### src/rtl/irc_pkg.sv
package irc_pkg;
  localparam int REG_W        = 32;
  localparam int GRP_W        = 3;
  localparam int GRP_LSB      = 8;
  localparam int LOCK_BIT     = 3;
  localparam int FTGT_BIT     = 13;
  localparam int PSPC_BIT     = 14;
  localparam int REQ_BIT      = 2;
  localparam logic [15:0] WR_KEY  = 16'h05FA;
  localparam logic [15:0] RD_SIG  = 16'hFA05;
  localparam logic [11:0] REG_OFS = 12'hD0C;

  typedef struct packed {
    logic pspc;
    logic ftgt;
    logic lock;
  } sec_cfg_t;
endpackage

### src/rtl/irc_decode.sv
module irc_decode
  import irc_pkg::*;
#(
  parameter int ADDR_W = 12,
  parameter logic [ADDR_W-1:0] OFFSET = ADDR_W'(REG_OFS)
) (
  input  logic              valid_i,
  input  logic              write_i,
  input  logic [ADDR_W-1:0] addr_i,
  input  logic [15:0]       key_i,
  output logic              rd_hit_o,
  output logic              wr_keyed_o
);
  logic hit;
  assign hit        = valid_i && (addr_i == OFFSET);
  assign rd_hit_o   = hit && !write_i;
  assign wr_keyed_o = hit && write_i && (key_i == WR_KEY);
endmodule

### src/rtl/irc_group_bank.sv
module irc_group_bank #(
  parameter int W     = 3,
  parameter int BANKS = 2
) (
  input  logic         clk_i,
  input  logic         rst_ni,
  input  logic         wr_en_i,
  input  logic         wr_sel_i,
  input  logic [W-1:0] wr_val_i,
  input  logic         rd_sel_i,
  output logic [W-1:0] rd_val_o,
  output logic [W-1:0] ns_val_o
);
  logic [BANKS-1:0] sel_oh;
  logic [W-1:0]     bank [BANKS];

  assign sel_oh = BANKS'(1) << wr_sel_i;

  for (genvar g = 0; g < BANKS; g++) begin : gen_bank
    logic [W-1:0] q;
    always_ff @(posedge clk_i or negedge rst_ni) begin
      if (!rst_ni)                      q <= '0;
      else if (wr_en_i && sel_oh[g])    q <= wr_val_i;
    end
    assign bank[g] = q;
  end

  // index 0 = non-secure, 1 = secure
  assign rd_val_o = bank[rd_sel_i];
  assign ns_val_o = bank[0];
endmodule

### src/rtl/irc_sec_cfg.sv
module irc_sec_cfg
  import irc_pkg::*;
#(
  parameter bit SEC_EXT = 1'b1
) (
  input  logic     clk_i,
  input  logic     rst_ni,
  input  logic     wr_en_i,
  input  logic     wr_sec_i,
  input  sec_cfg_t wr_val_i,
  output sec_cfg_t cfg_o
);
  if (SEC_EXT) begin : gen_state
    sec_cfg_t q;
    always_ff @(posedge clk_i or negedge rst_ni) begin
      if (!rst_ni)                   q <= '0;
      else if (wr_en_i && wr_sec_i)  q <= wr_val_i;
    end
    assign cfg_o = q;
  end else begin : gen_const
    logic unused_in;
    assign unused_in = ^{clk_i, rst_ni, wr_en_i, wr_sec_i, wr_val_i};
    assign cfg_o = '{pspc: 1'b0, ftgt: 1'b1, lock: 1'b0};
  end
endmodule

### src/rtl/irc_read_fmt.sv
module irc_read_fmt
  import irc_pkg::*;
(
  input  logic             sec_i,
  input  logic [GRP_W-1:0] grp_i,
  input  sec_cfg_t         cfg_i,
  output logic [REG_W-1:0] word_o
);
  always_comb begin
    word_o = '0;
    word_o[REG_W-1 -: 16]       = RD_SIG;
    word_o[GRP_LSB +: GRP_W]    = grp_i;
    word_o[FTGT_BIT]            = cfg_i.ftgt;
    if (sec_i) begin
      word_o[LOCK_BIT] = cfg_i.lock;
      word_o[PSPC_BIT] = cfg_i.pspc;
    end
  end
endmodule

### src/rtl/sec_irq_ctrl_reg.sv
module sec_irq_ctrl_reg
  import irc_pkg::*;
#(
  parameter bit SEC_EXT = 1'b1,
  parameter int ADDR_W  = 12
) (
  input  logic              clk_i,
  input  logic              rst_ni,
  input  logic              req_valid_i,
  input  logic              req_write_i,
  input  logic              req_secure_i,
  input  logic [ADDR_W-1:0] req_addr_i,
  input  logic [REG_W-1:0]  req_wdata_i,
  output logic [REG_W-1:0]  rdata_o,
  output logic              rvalid_o,
  output logic              sysreset_req_o,
  output logic [REG_W-1:0]  grp_mask_o
);
  localparam int SH_W = GRP_W + 1;

  logic             sec_eff, rd_hit, wr_keyed, rst_lock;
  logic [GRP_W-1:0] grp_rd, grp_ns;
  sec_cfg_t         cfg, cfg_wr;
  logic [REG_W-1:0] rd_word;
  logic [SH_W-1:0]  shamt;
  logic             unused_wbits;

  assign sec_eff  = req_secure_i & SEC_EXT;
  assign rst_lock = cfg.lock;
  assign cfg_wr   = '{pspc: req_wdata_i[PSPC_BIT], ftgt: req_wdata_i[FTGT_BIT],
                      lock: req_wdata_i[LOCK_BIT]};
  // bits 1:0 and reserved bits are ignored
  assign unused_wbits = ^{req_wdata_i[15], req_wdata_i[12:11],
                          req_wdata_i[7:4], req_wdata_i[1:0]};

  irc_decode #(.ADDR_W(ADDR_W)) u_dec (
    .valid_i    (req_valid_i),
    .write_i    (req_write_i),
    .addr_i     (req_addr_i),
    .key_i      (req_wdata_i[REG_W-1 -: 16]),
    .rd_hit_o   (rd_hit),
    .wr_keyed_o (wr_keyed)
  );

  irc_group_bank #(.W(GRP_W), .BANKS(2)) u_grp (
    .clk_i    (clk_i),
    .rst_ni   (rst_ni),
    .wr_en_i  (wr_keyed),
    .wr_sel_i (sec_eff),
    .wr_val_i (req_wdata_i[GRP_LSB +: GRP_W]),
    .rd_sel_i (sec_eff),
    .rd_val_o (grp_rd),
    .ns_val_o (grp_ns)
  );

  irc_sec_cfg #(.SEC_EXT(SEC_EXT)) u_cfg (
    .clk_i    (clk_i),
    .rst_ni   (rst_ni),
    .wr_en_i  (wr_keyed),
    .wr_sec_i (sec_eff),
    .wr_val_i (cfg_wr),
    .cfg_o    (cfg)
  );

  irc_read_fmt u_fmt (
    .sec_i  (sec_eff),
    .grp_i  (grp_rd),
    .cfg_i  (cfg),
    .word_o (rd_word)
  );

  always_ff @(posedge clk_i or negedge rst_ni) begin
    if (!rst_ni) begin
      rvalid_o       <= 1'b0;
      rdata_o        <= '0;
      sysreset_req_o <= 1'b0;
    end else begin
      rvalid_o       <= rd_hit;
      rdata_o        <= rd_hit ? rd_word : '0;
      sysreset_req_o <= wr_keyed && req_wdata_i[REQ_BIT] && (sec_eff || !rst_lock);
    end
  end

  assign shamt      = {1'b0, grp_ns} + SH_W'(1);
  assign grp_mask_o = {REG_W{1'b1}} << shamt;
endmodule

### config.mk
export PLATFORM = sky130hd
export DESIGN_NAME = sec_irq_ctrl_reg
export DESIGN_NICKNAME = d
export VERILOG_FILES = /design/src/rtl/irc_pkg.sv /design/src/rtl/irc_decode.sv /design/src/rtl/irc_group_bank.sv /design/src/rtl/irc_sec_cfg.sv /design/src/rtl/irc_read_fmt.sv /design/src/rtl/sec_irq_ctrl_reg.sv
export SDC_FILE = /design/constraint.sdc
export NUM_CORES = 1
export LEC_CHECK = 0
export BUFFER_PORTS_ARGS = -buffer_cell sky130_fd_sc_hd__buf_4
export CORE_ASPECT_RATIO = 1.4
export CORE_UTILIZATION = 41
export CTS_BUF_LIST = sky130_fd_sc_hd__clkbuf_2 sky130_fd_sc_hd__clkbuf_4 sky130_fd_sc_hd__clkbuf_8
export CTS_CLUSTER_SIZE = 10
export DETAILED_ROUTE_END_ITERATION = 7
export PLACE_DENSITY = 0.89
export SLEW_MARGIN = 20
export SYNTH_ARGS = -nofsm -noshare
export SYNTH_HDL_FRONTEND = slang
export SYNTH_SLANG_ARGS = --single-unit
### constraint.sdc
create_clock -name clk_i -period 2 [get_ports clk_i]
set_input_delay 0.1 -clock clk_i [delete_from_list [all_inputs] [get_ports clk_i]]
set_output_delay 0.1 -clock clk_i [all_outputs]
set_load 0.01 [all_outputs]
==> PnR_summary.wiki, run 1 <==
{| class="wikitable"
! Metric !! Value
|-
| Status || finished, final reports clean
|-
| CP max FO || 5
|-
| Worst setup margin || 0.163 ns
|-
| Final sum of negative setup slack || 0 ns
|-
| Critical Path End Type || output pin
|-
| Arrival time of the worst setup path || 1.74 ns
|-
| Fraction of synthesis flops using an asynchronous set or reset pin || 100%
|-
| Library cell used as clock root buffer || sky130_fd_sc_hd__clkbuf_8
|-
| Top library cells by usage in the layout, fill and taps aside || sky130_fd_sc_hd__buf_4, sky130_fd_sc_hd__conb_1, sky130_fd_sc_hd__dfrtp_1
|-
| Number of buffers added by the clock tree synthesis step || 3
|-
| YS warnings || 0
|-
| Worst setup SP type || flop
|-
| Number of DRC violations after detailed routing || 0
|-
| Cell area after technology mapping || 1220 µm²
|-
| Clock sink count || 17
|-
| Routability-driven placement congestion ratio || 0.753
|-
| Global routing usage summed across all routing layers || 15.3%
|-
| Final ANT Viol Nets || 0
|-
| Min-Delay Endpoint || u_cfg.cfg_o[0]$_DFFE_PN0P_
|-
| Final count of negative-setup-slack endpoints || 0
|-
| Final critical path time including I/O delays and setup || 1.84 ns
|-
| Num ports || 115
|-
| Sum of routed wire length over all layers || 2.24 mm
|-
| Die span in y || 66.5 µm
|-
| Most common cell after layout, fill and taps aside || sky130_fd_sc_hd__buf_4
|-
| Setup repair after global routing missed its margin || false
|-
| Largest net degree at the start of global routing || 18
|-
| Total number of vias || 950
|-
| Synth top area share || 34.9%
|-
| Number of antenna violations at the first check in global routing || 0
|-
| Routed vias/inst || 4.20
|-
| Detailed placement HPWL || 1.94 mm
|-
| Area Growth Syn to Fin || 35.5%
|-
| Post-layout utilization of the core || 57.9%
|-
| Count of buffers inserted at the top-level ports || 70
|-
| Largest voltage drop on the vdd net || 0.382 mV
|-
| Cell variety after synth || 29
|-
| Fin Clk Skew || about 0.00085 ns
|-
| Post CTS Setup Buffer Count || 0
|-
| Total die area || 3190 µm²
|-
| Post-route design area || 1650 µm²
|-
| Depth of the worst register-to-register path || 1
|-
| Required time of the worst setup path || about 1.9 ns
|-
| Number of instances in the synthesized netlist || 125
|-
| CTS tree || done
|-
| Primary flip-flop cell chosen by synthesis mapping || sky130_fd_sc_hd__dfrtp_1
|-
| Syn_area_per_cell || 9.74 µm²
|-
| Die X || between 40 and 50 µm
|-
| Placement Setup Slack || between 0.08 and 0.09 ns
|-
| Post-synth EDFFs || 0
|-
| Main area contributors after synthesis || sky130_fd_sc_hd__dfrtp_1, sky130_fd_sc_hd__buf_4, sky130_fd_sc_hd__mux2_2, sky130_fd_sc_hd__ha_1, sky130_fd_sc_hd__mux2_1
|-
| Sequential-to-total area share from yosys stat || about a third
|-
| Starting Density || 42.7%
|-
| Maximum level of the CTS H-tree || 1
|-
| Worst skew pair latency || 0.25 ns
|-
| Tcrit/Tclk final || 91.8%
|-
| Power after layout || 0.716 mW
|-
| Wire length per cell || 9.91 µm
|-
| Violation count after the first detailed-route iteration || 9
|-
| Hold path cells || 2
|-
| Classification of the worst-slack hold path || input port to flop
|-
| Reg2Reg Launch Point || u_grp.ns_val_o[0]$_DFFE_PN0P_
|-
| Cell accounting for the most synthesized area || sky130_fd_sc_hd__dfrtp_1
|-
| Share of cells above drive strength 1 || around 45%
|-
| Number of nets at the end of the flow || 243
|-
| Remaining Overflow, GRT || 0
|-
| Classification of the worst setup path || flop to output pin
|-
| Post-synthesis register bit count || 17
|-
| Row count || 23
|-
| Count of final max-slew check failures || 0
|-
| Endpoints failing hold || 0
|-
| Max Freq || 544 MHz
|-
| Global-route wire length before repair || 3.47 mm
|-
| Worst R2R End || u_grp.ns_val_o[0]$_DFFE_PN0P_
|-
| Slack of the worst reg-to-reg path || 1.19 ns
|-
| Standard cell area after detailed placement || 1590 µm²
|-
| Number of max-cap violations || 0
|-
| Area of the core region || 2850 µm²
|-
| Number of global-route vias before repair || 855
|-
| Power Dens Cells || 434 nW/µm²
|-
| Clock edge transition at the registers on the reported setup and hold paths || around 0.060 ns
|-
| Number of diodes added for antenna fixing || 0
|-
| Buffer levels on the longest clock path || 2
|-
| Static Leak || between 0.9 and 1 nW
|-
| Number of optimization iterations in the first detailed-route pass || 4
|-
| Hold wc startpoint || req_wdata_i[3]
|}
## power by group
group / leakage (nW) / internal (mW) / switching (mW)
Sequential: 0.238 / 0.344 / 0.00000376
Clock: 0.0262 / 0.155 / 0.110
Combinational: 0.655 / 0.0546 / 0.0527
## sequential cells by signal, summed over array words and instances, names as in the netlist
signal	count
rdata_o	7
u_cfg.cfg_o	3
u_grp.gen_bank.q	3
u_grp.ns_val_o	3
sysreset_req_o	1
## per-layer routing
layer / vias up / part of all wire, % / GRT usage (%)
met3: 5 / 7.2 / 1.63
li1: 461 / - / -
met2: 66 / 58 / 29.1
met4: 0 / 1.7 / 6.25
met1: 418 / 33 / 15.6
met5: - / 0 / 0
## repair_timing
| action | CTS | global route |
|---|---|---|
| hold buffers | 1 | 0 |
| setup endpoints to repair | 0 | 0 |
| endpoints found under the hold margin | 17 | 0 |
| resized for setup | 0 | 0 |
## layout make-up
cell class / count / area, µm²
well taps: 37 / 46.3
multi-input cells: 89 / 559
fillers: 263 / 1200
inverters: 7 / 26.3
clock buffers: 4 / 48.8
flip-flops and latches: 17 / 425
repair buffers: 72 / 543
## logic make-up after synthesis
| logic type | after synthesis | share of synthesized area (%) |
|---|---|---|
| buffers and inverters | 52 | 29.3 |
| AND/OR/NAND/NOR | 35 | 19.0 |
| flip-flops | 17 | 34.9 |
| multiplexers | 12 | 10.8 |
| adder cells (fa/ha/maj) | 4 | 4.11 |
| AO/OA/AOI/OAI | 3 | 1.23 |
| other | 2 | 0.617 |
## how the worst max path moves through the flow
stage,start,slack (ns),cells after the start,to
2_1_floorplan,req_wdata_i[18],0.33,4,u_cfg.cfg_o[1]$_DFFE_PN0P_
3_3_place_gp,req_wdata_i[18],0.12,5,u_grp.ns_val_o[2]$_DFFE_PN0P_
3_5_place_dp,req_wdata_i[18],0.09,5,u_grp.ns_val_o[0]$_DFFE_PN0P_
4_1_cts,u_grp.ns_val_o[0]$_DFFE_PN0P_,0.16,5,grp_mask_o[13]
5_1_grt,u_grp.ns_val_o[1]$_DFFE_PN0P_,0.07,5,grp_mask_o[13]
6_report,u_grp.ns_val_o[0]$_DFFE_PN0P_,0.16,5,grp_mask_o[13]
## worst max-delay path, cell delays in order, from the launching register on
cell	delay, ns
sky130_fd_sc_hd__dfrtp_1	0.42
sky130_fd_sc_hd__ha_1	0.23
sky130_fd_sc_hd__inv_1	0.06
sky130_fd_sc_hd__ha_1	0.26
sky130_fd_sc_hd__or3_1	0.38
sky130_fd_sc_hd__buf_4	0.15
## through the flow
stage / hold WS [ns] / instances
2_1_floorplan: -0.196 / 158
3_3_place_gp: -0.0298 / 221
3_5_place_dp: -0.0284 / 221
4_1_cts: 0.0741 / 226
5_1_grt: 0.0692 / 226
6_report: 0.0700 / 226
## synthesized netlist by cell type, drive strengths merged (3+ instances only)
cell   number
dfrtp      17
and3        3
nor2        7
ha          4
nand2       5
inv         7
nor4        4
mux2        9
buf        43
mux2i       3
Power figures use the tool's default switching activity.
==> run 2, diff against run 1 <==
CORE_UTILIZATION = 39   (was 41)
CTS_BUF_LIST = unset   (was sky130_fd_sc_hd__clkbuf_2 sky130_fd_sc_hd__clkbuf_4 sky130_fd_sc_hd__clkbuf_8)
PLACE_DENSITY = 0.85   (was 0.89)
==> run 2 against run 1 <==
Sequential cell count is the same. Fmax shrank 1.7%. Clock skew barely moved. Non-clock buffer count is 1 higher. Clock power is 6% lower. Power decreased by 2.4%. Worst setup slack worse by 0.032 ns. Combinational power barely moved. Utilization is 1.0 points lower. Sequential share of layout area shrank 0.059 points. Die area grew 4.9%.
==> PnR_summary.wiki, run 2 (synthesis gave the netlist of run 1 again) <==
{| class="wikitable"
! Metric !! Value
|-
| Placement Setup Slack || 0.139 ns
|-
| Number of nets at the end of the flow || 244
|-
| Routability-driven placement congestion ratio || 0.740
|-
| Routed vias/inst || 4.33
|-
| Worst setup margin || 0.131 ns
|-
| Status || finished, final reports clean
|-
| Final count of negative-setup-slack endpoints || 0
|-
| Final-layout fill cell count || about 270
|-
| Setup repair after global routing missed its margin || false
|-
| Critical Path End Type || output pin
|-
| Buffer levels on the longest clock path || 2
|-
| Delay of the slowest critical-path stage || 0.42 ns
|-
| Row count || 23
|-
| Count of buffers inserted at the top-level ports || 70
|-
| Worst R2R End || u_grp.ns_val_o[0]$_DFFE_PN0P_
|-
| Violation count after the first detailed-route iteration || 16
|-
| Buffers plus inverters on the worst setup path || 2
|-
| Number of DRC violations after detailed routing || 0
|-
| Area of the core region || 2910 µm²
|-
| First element of the critical path || u_grp.ns_val_o[0]$_DFFE_PN0P_
|-
| Largest net degree at the start of global routing || 18
|-
| Final sum of negative setup slack || 0 ns
|-
| Arrival time of the worst setup path || 1.77 ns
|-
| Tcrit/Tclk final || 93.4%
|-
| Total net switching power || about 0.16 mW
|-
| Most common cell after layout, fill and taps aside || sky130_fd_sc_hd__buf_4
|-
| Cell seen most often among critical-path stages || sky130_fd_sc_hd__ha_1
|-
| Number of optimization iterations in the first detailed-route pass || 4
|-
| Reg2Reg Launch Point || u_grp.ns_val_o[0]$_DFFE_PN0P_
|-
| Slack of the worst reg-to-reg path || 1.17 ns
|-
| Starting Density || 41.9%
|-
| Area Growth Syn to Fin || 35.8%
|-
| Top library cells by usage in the layout, fill and taps aside || sky130_fd_sc_hd__buf_4, sky130_fd_sc_hd__conb_1, sky130_fd_sc_hd__dfrtp_1
|-
| Classification of the worst-slack hold path || input port to flop
|-
| Standard cell with the maximum stage delay on the critical path || sky130_fd_sc_hd__dfrtp_1
|-
| Int Power || 0.539 mW
|-
| Part of the power in the clock network || 35.5%
|-
| Die X || slightly below 50 µm
|-
| Global routing usage summed across all routing layers || 14.6%
|-
| Required time of the worst setup path || 1.90 ns
|-
| Detailed placement HPWL || 1.98 mm
|-
| Number of stages on the worst setup path || 5
|-
| Largest voltage drop on the vdd net || 0.390 mV
|-
| Share of cells above drive strength 1 || 44.7%
|-
| Cell family with most CP delay || adder cells
|-
| CTS tree || done
|-
| Count of final max-slew check failures || 0
|-
| Sequential group share of total power || 49.2%
|-
| Die span in y || 68.1 µm
|-
| Power Dens Cells || 423 nW/µm²
|-
| Total die area || 3350 µm²
|-
| Sum of routed wire length over all layers || 2.35 mm
|-
| Sw Share || 22.9%
|-
| Number of buffers added by the clock tree synthesis step || 3
|-
| Global-route wire length before repair || 3.60 mm
|-
| Total number of vias || 983
|-
| Sequence of cells on the critical path || ha_1 > inv_1 > ha_1 > or3_1 > buf_4
|-
| Remaining Overflow, GRT || 0
|-
| Top reg by flops || rdata_o
|-
| Post-layout utilization of the core || between 50% and 60%
|-
| Placed Cells || about 220
|-
| Num ports || 115
|-
| Number of diodes added for antenna fixing || 0
|-
| Clock edge transition at the registers on the reported setup and hold paths || 0.06 ns
|-
| Final critical path time including I/O delays and setup || 1.87 ns
|-
| Critical path endpoint || grp_mask_o[13]
|-
| CP max FO || 5
|-
| Depth of the worst register-to-register path || 1
|-
| Worst skew pair latency || 0.24 ns
|-
| Wire length per cell || ~10 µm
|-
| Final ANT Viol Nets || 0
|-
| Non-filler instance count after layout || around 230
|-
| Classification of the worst setup path || flop to output pin
|-
| Max reg flops || 7
|-
| Worst setup SP type || flop
|-
| Static Leak || 0.921 nW
|-
| Endpoints failing hold || 0
|-
| Post CTS Setup Buffer Count || 0
|-
| Number of max-cap violations || 0
|-
| Number of global-route vias before repair || 873
|-
| Max Freq || 535 MHz
|-
| Library cell used as clock root buffer || sky130_fd_sc_hd__clkbuf_8
|-
| Power share of the combinational group || ~15%
|-
| Clock sink count || 17
|-
| Fin Clk Skew || between 0.0006 and 0.0007 ns
|-
| Number of antenna violations at the first check in global routing || 0
|-
| Maximum level of the CTS H-tree || 1
|}
## run 2: worst min path at each step
stage,start,end,slack [ns],cells past startpoint
after floorplan,rst_ni,rdata_o[10]$_DFF_PN0_,-0.20,0
after detailed placement,rst_ni,u_cfg.cfg_o[0]$_DFFE_PN0P_,-0.02,1
after CTS,req_wdata_i[3],u_cfg.cfg_o[0]$_DFFE_PN0P_,0.07,2
final,req_wdata_i[3],u_cfg.cfg_o[0]$_DFFE_PN0P_,0.07,2
after global routing,req_wdata_i[3],u_cfg.cfg_o[0]$_DFFE_PN0P_,0.08,2
after global placement,rst_ni,rdata_o[3]$_DFF_PN0_,-0.03,1
## run 2: through the flow
stage | instance area [µm²] | total power, mW | hold WS, ns
finish | 1650 | 0.699 | 0.0739
global route | 1650 | 0.730 | 0.0788
CTS | 1650 | 0.703 | 0.0715
detailed placement | 1600 | 0.456 | -0.0245
global placement | 1600 | 0.454 | -0.0285
floorplan | 1340 | 0.441 | -0.196
## run 2: layout make-up
class	instances	area, µm²	area share [%]
sequential	17	425	25.7
timing repair buffer	73	551	33.3
tap	37	46.3	2.80
multi-input combinational	89	559	33.8
inverter	7	26.3	1.59
clock buffer	4	45.0	2.73
## run 2: what timing repair did
action / in CTS / in global routing
hold endpoints to repair: 17 / 0
setup endpoints to repair: 0 / 0
gates resized for setup: 0 / 0
hold buffers: 1 / 0
## run 2: power by group through the flow
stage | sequential [mW] | clock [mW] | combinational [mW]
after floorplan | 0.350 | 0 | 0.0909
after global placement | 0.350 | 0 | 0.104
after detailed placement | 0.350 | 0 | 0.106
after CTS | 0.344 | 0.252 | 0.108
after global routing | 0.344 | 0.268 | 0.119
final | 0.344 | 0.249 | 0.107
## run 2: routing by layer
metal	vias up	global-route usage [%]	share of wire [%]	wire [µm]
met1	439	12.1	31	727
met4	0	7.72	0.98	23
met5	-	0	0	0
li1	466	-	-	-
met3	2	3.78	12	281
met2	76	30.7	56	1320
